[config.mk]
export PLATFORM = sky130hd
export DESIGN_NAME = cmp_cond_top
export DESIGN_NICKNAME = d
export VERILOG_FILES = /design/src/rtl/cmpc_pkg.sv /design/src/rtl/cmpc_regs.sv /design/src/rtl/cmpc_sync.sv /design/src/rtl/cmpc_filter.sv /design/src/rtl/cmpc_edge.sv /design/src/rtl/cmp_cond_top.sv
export SDC_FILE = /design/constraint.sdc
export NUM_CORES = 1
export LEC_CHECK = 0
export BUFFER_PORTS_ARGS = -buffer_cell sky130_fd_sc_hd__clkbuf_2
export CAP_MARGIN = 40
export CORE_ASPECT_RATIO = 1.1
export CORE_MARGIN = 2
export CORE_UTILIZATION = 53
export CTS_CLUSTER_DIAMETER = 40
export DETAILED_ROUTE_END_ITERATION = 12
export PLACE_DENSITY = 0.86
export SYNTH_ARGS = -nofsm -noshare
export SYNTH_HDL_FRONTEND = slang
export SYNTH_SLANG_ARGS = --single-unit
[constraint.sdc]
create_clock -name clk -period 2.25 [get_ports clk]
set_clock_uncertainty 0.05 [all_clocks]
set_input_delay 0.675 -clock clk [delete_from_list [all_inputs] [get_ports clk]]
set_output_delay 0.675 -clock clk [all_outputs]
set_load 0.005 [all_outputs]
[src/rtl/cmpc_pkg.sv]
// Shared types for the comparator conditioner.
// Assumes: register fields are packed LSB-first into the write word.
package cmpc_pkg;

    typedef enum logic [1:0] {
        FILT_OFF   = 2'b00,
        FILT_BASE  = 2'b01,
        FILT_DIV8  = 2'b10,
        FILT_DIV32 = 2'b11
    } filt_sel_e;

    // Address 0: {edge_sel[1:0], filt[1:0], en}
    typedef struct packed {
        logic [1:0] edge_sel;
        filt_sel_e  filt;
        logic       en;
    } mode_reg_t;

    // Address 1: {irq_en, pin_oe, invert}
    typedef struct packed {
        logic irq_en;
        logic pin_oe;
        logic invert;
    } outc_reg_t;

endpackage

[src/rtl/cmpc_regs.sv]
// Control register file: two write-only registers selected by one address bit.
// Assumes: DATA_W covers both register layouts; spare data bits are dropped.
// Emits cfg_clr_o for the cycle in which address 0 is written.
module cmpc_regs
    import cmpc_pkg::*;
#(
    parameter int DATA_W = 8
) (
    input  logic              clk,
    input  logic              rst_n,
    input  logic              wr_en_i,
    input  logic              wr_addr_i,
    input  logic [DATA_W-1:0] wr_data_i,
    output mode_reg_t         mode_o,
    output outc_reg_t         outc_o,
    output logic              cfg_clr_o
);
    localparam int MODE_W = $bits(mode_reg_t);
    localparam int OUTC_W = $bits(outc_reg_t);

    mode_reg_t mode_q;
    outc_reg_t outc_q;
    logic      unused_spare;

    assign unused_spare = ^wr_data_i[DATA_W-1:MODE_W];

    // Capture writes into the selected register.
    always_ff @(posedge clk) begin
        if (!rst_n) begin
            mode_q <= '0;
            outc_q <= '0;
        end else if (wr_en_i) begin
            if (!wr_addr_i) mode_q <= mode_reg_t'(wr_data_i[MODE_W-1:0]);
            else            outc_q <= outc_reg_t'(wr_data_i[OUTC_W-1:0]);
        end
    end

    assign cfg_clr_o = wr_en_i && !wr_addr_i;
    assign mode_o    = mode_q;
    assign outc_o    = outc_q;

endmodule

[src/rtl/cmpc_sync.sv]
// Multi-flop synchronizer for the asynchronous comparator decision.
// Assumes: STAGES >= 2; the input is a slow level, not a pulse.
module cmpc_sync #(
    parameter int STAGES = 2
) (
    input  logic clk,
    input  logic rst_n,
    input  logic d_i,
    output logic q_o
);
    logic [STAGES-1:0] chain_q;

    // Shift the raw level through the flop chain.
    always_ff @(posedge clk) begin
        if (!rst_n) chain_q <= '0;
        else        chain_q <= {chain_q[STAGES-2:0], d_i};
    end

    assign q_o = chain_q[STAGES-1];

endmodule

[src/rtl/cmpc_filter.sv]
// Majority-free agreement filter with a prescaled sample strobe.
// Bypass mode copies the synchronized input each cycle. Filter modes take a
// sample on each strobe and move the level only when AGREE consecutive
// samples match. Assumes: DIV_MID and DIV_SLOW are powers of two with
// DIV_MID < DIV_SLOW, and AGREE >= 3. Disable or a mode write flushes the
// history and holds the level.
module cmpc_filter
    import cmpc_pkg::*;
#(
    parameter int DIV_MID  = 8,
    parameter int DIV_SLOW = 32,
    parameter int AGREE    = 3
) (
    input  logic      clk,
    input  logic      rst_n,
    input  logic      en_i,
    input  logic      clr_i,
    input  filt_sel_e filt_sel_i,
    input  logic      sync_i,
    output logic      level_o
);
    localparam int PRE_W  = $clog2(DIV_SLOW);
    localparam int MID_W  = $clog2(DIV_MID);
    localparam int HIST_W = AGREE - 1;
    localparam int CNT_W  = $clog2(AGREE);

    logic [PRE_W-1:0]  pre_q;
    logic [HIST_W-1:0] hist_q;
    logic [CNT_W-1:0]  vcnt_q;
    logic              level_q;
    logic              stb_mid, stb_slow, strobe, agree;

    // Free-running prescaler, restarted while disabled or on a mode write.
    always_ff @(posedge clk) begin
        if (!rst_n || !en_i || clr_i)              pre_q <= '0;
        else if (pre_q == PRE_W'(DIV_SLOW - 1))    pre_q <= '0;
        else                                       pre_q <= pre_q + 1'b1;
    end

    assign stb_mid  = &pre_q[MID_W-1:0];
    assign stb_slow = (pre_q == PRE_W'(DIV_SLOW - 1));

    // Pick the sample strobe for the selected mode.
    always_comb begin
        case (filt_sel_i)
            FILT_BASE:  strobe = 1'b1;
            FILT_DIV8:  strobe = stb_mid;
            FILT_DIV32: strobe = stb_slow;
            default:    strobe = 1'b0;
        endcase
    end

    assign agree = (vcnt_q == CNT_W'(HIST_W)) && (hist_q == {HIST_W{sync_i}});

    // Sample history, valid count and the conditioned level.
    always_ff @(posedge clk) begin
        if (!rst_n) begin
            hist_q  <= '0;
            vcnt_q  <= '0;
            level_q <= 1'b0;
        end else if (!en_i || clr_i) begin
            hist_q <= '0;
            vcnt_q <= '0;
        end else if (filt_sel_i == FILT_OFF) begin
            level_q <= sync_i;
            vcnt_q  <= '0;
        end else if (strobe) begin
            hist_q <= {hist_q[HIST_W-2:0], sync_i};
            if (vcnt_q != CNT_W'(HIST_W)) vcnt_q <= vcnt_q + 1'b1;
            if (agree) level_q <= sync_i;
        end
    end

    assign level_o = level_q;

    p_bypass_follow_r1: assert property (@(posedge clk) disable iff (!rst_n)
        (en_i && filt_sel_i == FILT_OFF && !clr_i) |=> (level_q == $past(sync_i)));

    p_hold_disabled_r8: assert property (@(posedge clk) disable iff (!rst_n)
        !en_i |=> $stable(level_q));

    p_filt_takes_sample_r9: assert property (@(posedge clk) disable iff (!rst_n)
        (en_i && filt_sel_i != FILT_OFF && !clr_i)
            |=> (level_q == $past(level_q)) || (level_q == $past(sync_i)));

    p_pre_restart_r11: assert property (@(posedge clk) disable iff (!rst_n)
        !en_i |=> (pre_q == '0));

endmodule

[src/rtl/cmpc_edge.sv]
// Edge detector for the conditioned level and the interrupt request.
// The previous-level register always tracks the level, so a held level
// never looks like an edge. Assumes: edge_sel_i[1] set means both edges.
module cmpc_edge (
    input  logic       clk,
    input  logic       rst_n,
    input  logic       en_i,
    input  logic       clr_i,
    input  logic       irq_en_i,
    input  logic [1:0] edge_sel_i,
    input  logic       level_i,
    output logic       irq_o
);
    logic prev_q, rise, fall, match;

    // Remember the level from the previous cycle.
    always_ff @(posedge clk) begin
        if (!rst_n) prev_q <= 1'b0;
        else        prev_q <= level_i;
    end

    assign rise = level_i && !prev_q;
    assign fall = !level_i && prev_q;

    // Qualify the transition against the selected edge.
    always_comb begin
        if (edge_sel_i[1])      match = rise || fall;
        else if (edge_sel_i[0]) match = fall;
        else                    match = rise;
    end

    assign irq_o = en_i && irq_en_i && !clr_i && match;

    p_irq_on_change_r13: assert property (@(posedge clk) disable iff (!rst_n)
        irq_o |-> (level_i != $past(level_i)));

endmodule

[src/rtl/cmp_cond_top.sv]
// Comparator result conditioner: synchronizer, sample filter, edge
// interrupt and gated polarity pin output around one comparator decision.
// Assumes: the comparator input is asynchronous; all else is on clk.
module cmp_cond_top
    import cmpc_pkg::*;
#(
    parameter int DATA_W      = 8,
    parameter int SYNC_STAGES = 2,
    parameter int DIV_MID     = 8,
    parameter int DIV_SLOW    = 32,
    parameter int AGREE       = 3
) (
    input  logic              clk,
    input  logic              rst_n,
    input  logic              cmp_raw_i,
    input  logic              wr_en_i,
    input  logic              wr_addr_i,
    input  logic [DATA_W-1:0] wr_data_i,
    output logic              pin_o,
    output logic              irq_o
);
    mode_reg_t mode;
    outc_reg_t outc;
    logic      cfg_clr, sync_lvl, level;

    cmpc_regs #(.DATA_W(DATA_W)) u_regs (
        .clk       (clk),
        .rst_n     (rst_n),
        .wr_en_i   (wr_en_i),
        .wr_addr_i (wr_addr_i),
        .wr_data_i (wr_data_i),
        .mode_o    (mode),
        .outc_o    (outc),
        .cfg_clr_o (cfg_clr)
    );

    cmpc_sync #(.STAGES(SYNC_STAGES)) u_sync (
        .clk   (clk),
        .rst_n (rst_n),
        .d_i   (cmp_raw_i),
        .q_o   (sync_lvl)
    );

    cmpc_filter #(.DIV_MID(DIV_MID), .DIV_SLOW(DIV_SLOW), .AGREE(AGREE)) u_filter (
        .clk        (clk),
        .rst_n      (rst_n),
        .en_i       (mode.en),
        .clr_i      (cfg_clr),
        .filt_sel_i (mode.filt),
        .sync_i     (sync_lvl),
        .level_o    (level)
    );

    cmpc_edge u_edge (
        .clk        (clk),
        .rst_n      (rst_n),
        .en_i       (mode.en),
        .clr_i      (cfg_clr),
        .irq_en_i   (outc.irq_en),
        .edge_sel_i (mode.edge_sel),
        .level_i    (level),
        .irq_o      (irq_o)
    );

    // Pin: enable-gated, polarity-selected copy of the conditioned level.
    assign pin_o = outc.pin_oe && (level ^ outc.invert);

    p_pin_follows_level_r5: assert property (@(posedge clk) disable iff (!rst_n)
        ($stable(level) && $stable(outc)) |-> $stable(pin_o));

endmodule

==> results.ini <==
[clock_tree]
clock-sinks=21
clkTransAtPathRegs_ns=0.12
insertion_delay_ns=0.30
htree_levels=1
cts_buffers=3
cts_buffer_depth=2
root_buffer=clkbuf_4
cts_tree=done

[timing]
holdWs_ns=0.416
relSlewSlack=0.712
finalHoldViolations=0
slew_violations=0
fin_ws_ns=0.125
min_period_over_period=0.944
fin_tns_setup_ns=0
fmax_ghz=0.471
rsz0062_at_grt=no
max_slew.worst_pin.slew_ns=0.430
layout_min_cycle_time_ns=2.12
setup-violations-final=0

[worst_setup_path]
cp_max_fo=2
critPathCaptureType=output port
start_kind=flip-flop
path_class=reg2out
cp.required_ns=1.52
worstPathArrival_ns=1.40

[global_route]
grt_pass1_vias=717
overflow=0
track_usage=0.194
grt_max_degree=13
antenna_found_initial=0
grt_pass1_wl_um=2920

[synth]
ys_types=28
syn_nets=114
yosysWarningCount=0
synthesis.area_um2=925
postSynthCellCount=95
syn_avg_cell_area_um2=9.73
ys.flop_type=dfxtp_1
synth_edf_count=0
ys_seq_elements=21
seq_area_frac_synth=0.455
async_flop_share=0

[floorplan]
rows=15
start_util=0.580
die_w_um=43.8
pin_count=15
die_h_um=47.8
fp.coreArea_um2=1600
die_area_um2=2100

[power]
leakage_nw=0.453
power.density_nw_per_um2=605
p_clk_frac=0.290
p_switching_mw=0.146
p_comb_frac=0.082
p_sw_frac=0.235
p_seq_frac=0.628
p_int_mw=0.476
vdd_drop_max_uv=406

[placed_design]
dp_slack_ns=0.196
dp_hpwl_um=1250
portBuffers=11
gp_congestion=0.800

[layout]
drive_gt1_frac=0.193
layout_commonest_cell=dfxtp_1
area_growth_pct=11.1
fin_nets=129
fin_util=0.644
final_cell_mix=dfxtp_1 (20), clkbuf_2 (11), nand2_1 (8)
antennaDiodeCount=0

[flow_run]
cap_violations=0

[detailed_routing]
drt_first_pass_iters=4
num_vias=686
post-route-drc-count=0
viasPerCell=5.44
final_antenna_net_count=0
drt_iter0_drc=4
routedWlPerCell_um=12.8
wirelength_um=1610

[outcome]
status=finished, final reports clean

[min_path]
worstHoldPathType=reg2reg

sequential cells by signal, summed over array words and instances (netlist names):
register and cells:
u_regs.outc_o 3, u_sync.chain_q 2, u_filter.vcnt_q 2, u_regs.mode_o 5, u_edge.prev_q 1, u_filter.pre_q 5
u_filter.hist_q 2, u_filter.level_o 1
path summary, 6_finish.rpt:
path / slack (ns) / cells past startpoint / endpoint / start
hold reg to reg: 0.42 / 1 / u_sync.chain_q[1] / u_sync.chain_q[0]
hold / removal: 0.42 / 1 / u_sync.chain_q[1] / u_sync.chain_q[0]
setup reg to reg: 0.28 / 7 / u_filter.vcnt_q[1] / u_filter.pre_q[0]
setup / recovery: 0.13 / 6 / irq_o / u_edge.prev_q
final cells by class:
cell class | instances | area (µm²)
multi-input combinational | 66 | 473
sequential | 21 | 422
fill | 131 | 568
timing repair buffer | 12 | 62.6
clock buffer | 4 | 26.3
tap | 17 | 21.3
inverter | 6 | 22.5
cell usage after synthesis (2+ instances only):
master	number	area share
dfxtp_1	21	0.45
nand2_1	8	0.032
and2_1	7	0.047
ha_1	6	0.081
mux2i_1	6	0.065
nand3_1	6	0.032
inv_1	5	0.020
nor2_1	5	0.020
nor2b_1	5	0.034
a21boi_0	3	0.024
nor3_1	3	0.016
a211oi_1	2	0.016
a31oi_1	2	0.014
xor2_1	2	0.019
worst max-delay path, stage by stage, from the launching register on:
cell and delay (ns):
dfxtp_1 0.35, inv_1 0.05, ha_1 0.16, nor2b_1 0.12, a211oi_1 0.23, a211oi_1 0.08
clkbuf_2 0.12
stage by stage:
step	cell area (µm²)	power (mW)	std cells
floorplan	925	0.431	95
global placement	1000	0.447	122
detailed placement	1000	0.450	122
CTS	1030	0.626	126
global route	1030	0.647	126
finish	1030	0.622	126
power by group through the flow:
| stage | combinational (mW) | sequential (mW) | clock, mW |
|---|---|---|---|
| 5_1_grt | 0.0580 | 0.393 | 0.197 |
| 2_1_floorplan | 0.0340 | 0.397 | 0 |
| 3_5_place_dp | 0.0509 | 0.399 | 0 |
| 3_3_place_gp | 0.0483 | 0.398 | 0 |
| 4_1_cts | 0.0510 | 0.391 | 0.184 |
| 6_report | 0.0507 | 0.391 | 0.181 |
kinds of logic after synthesis:
kind of cell / Yosys count / share of synthesized area
and+or+nand+nor: 38 / 0.214
DFF: 21 / 0.455
AOI/OAI and AO/OA: 13 / 0.123
buffers and inverters: 8 / 0.0338
muxes: 6 / 0.0650
adders and majority gates: 6 / 0.0812
xor gates and xnor gates: 3 / 0.0284
per-layer routing:
metal / part of all wire / global-route usage
met1: 0.44 / 0.205
met2: 0.52 / 0.376
met3: 0.025 / 0.0226
met4: 0.022 / 0.109
met5: 0 / 0
repair_timing:
action,4_1_cts,5_1_grt
buffers inserted,0,0
hold buffers,0,0
resized for setup,0,1
setup endpoints to repair,0,1
Note: power is estimated with default switching activity, not from simulation.
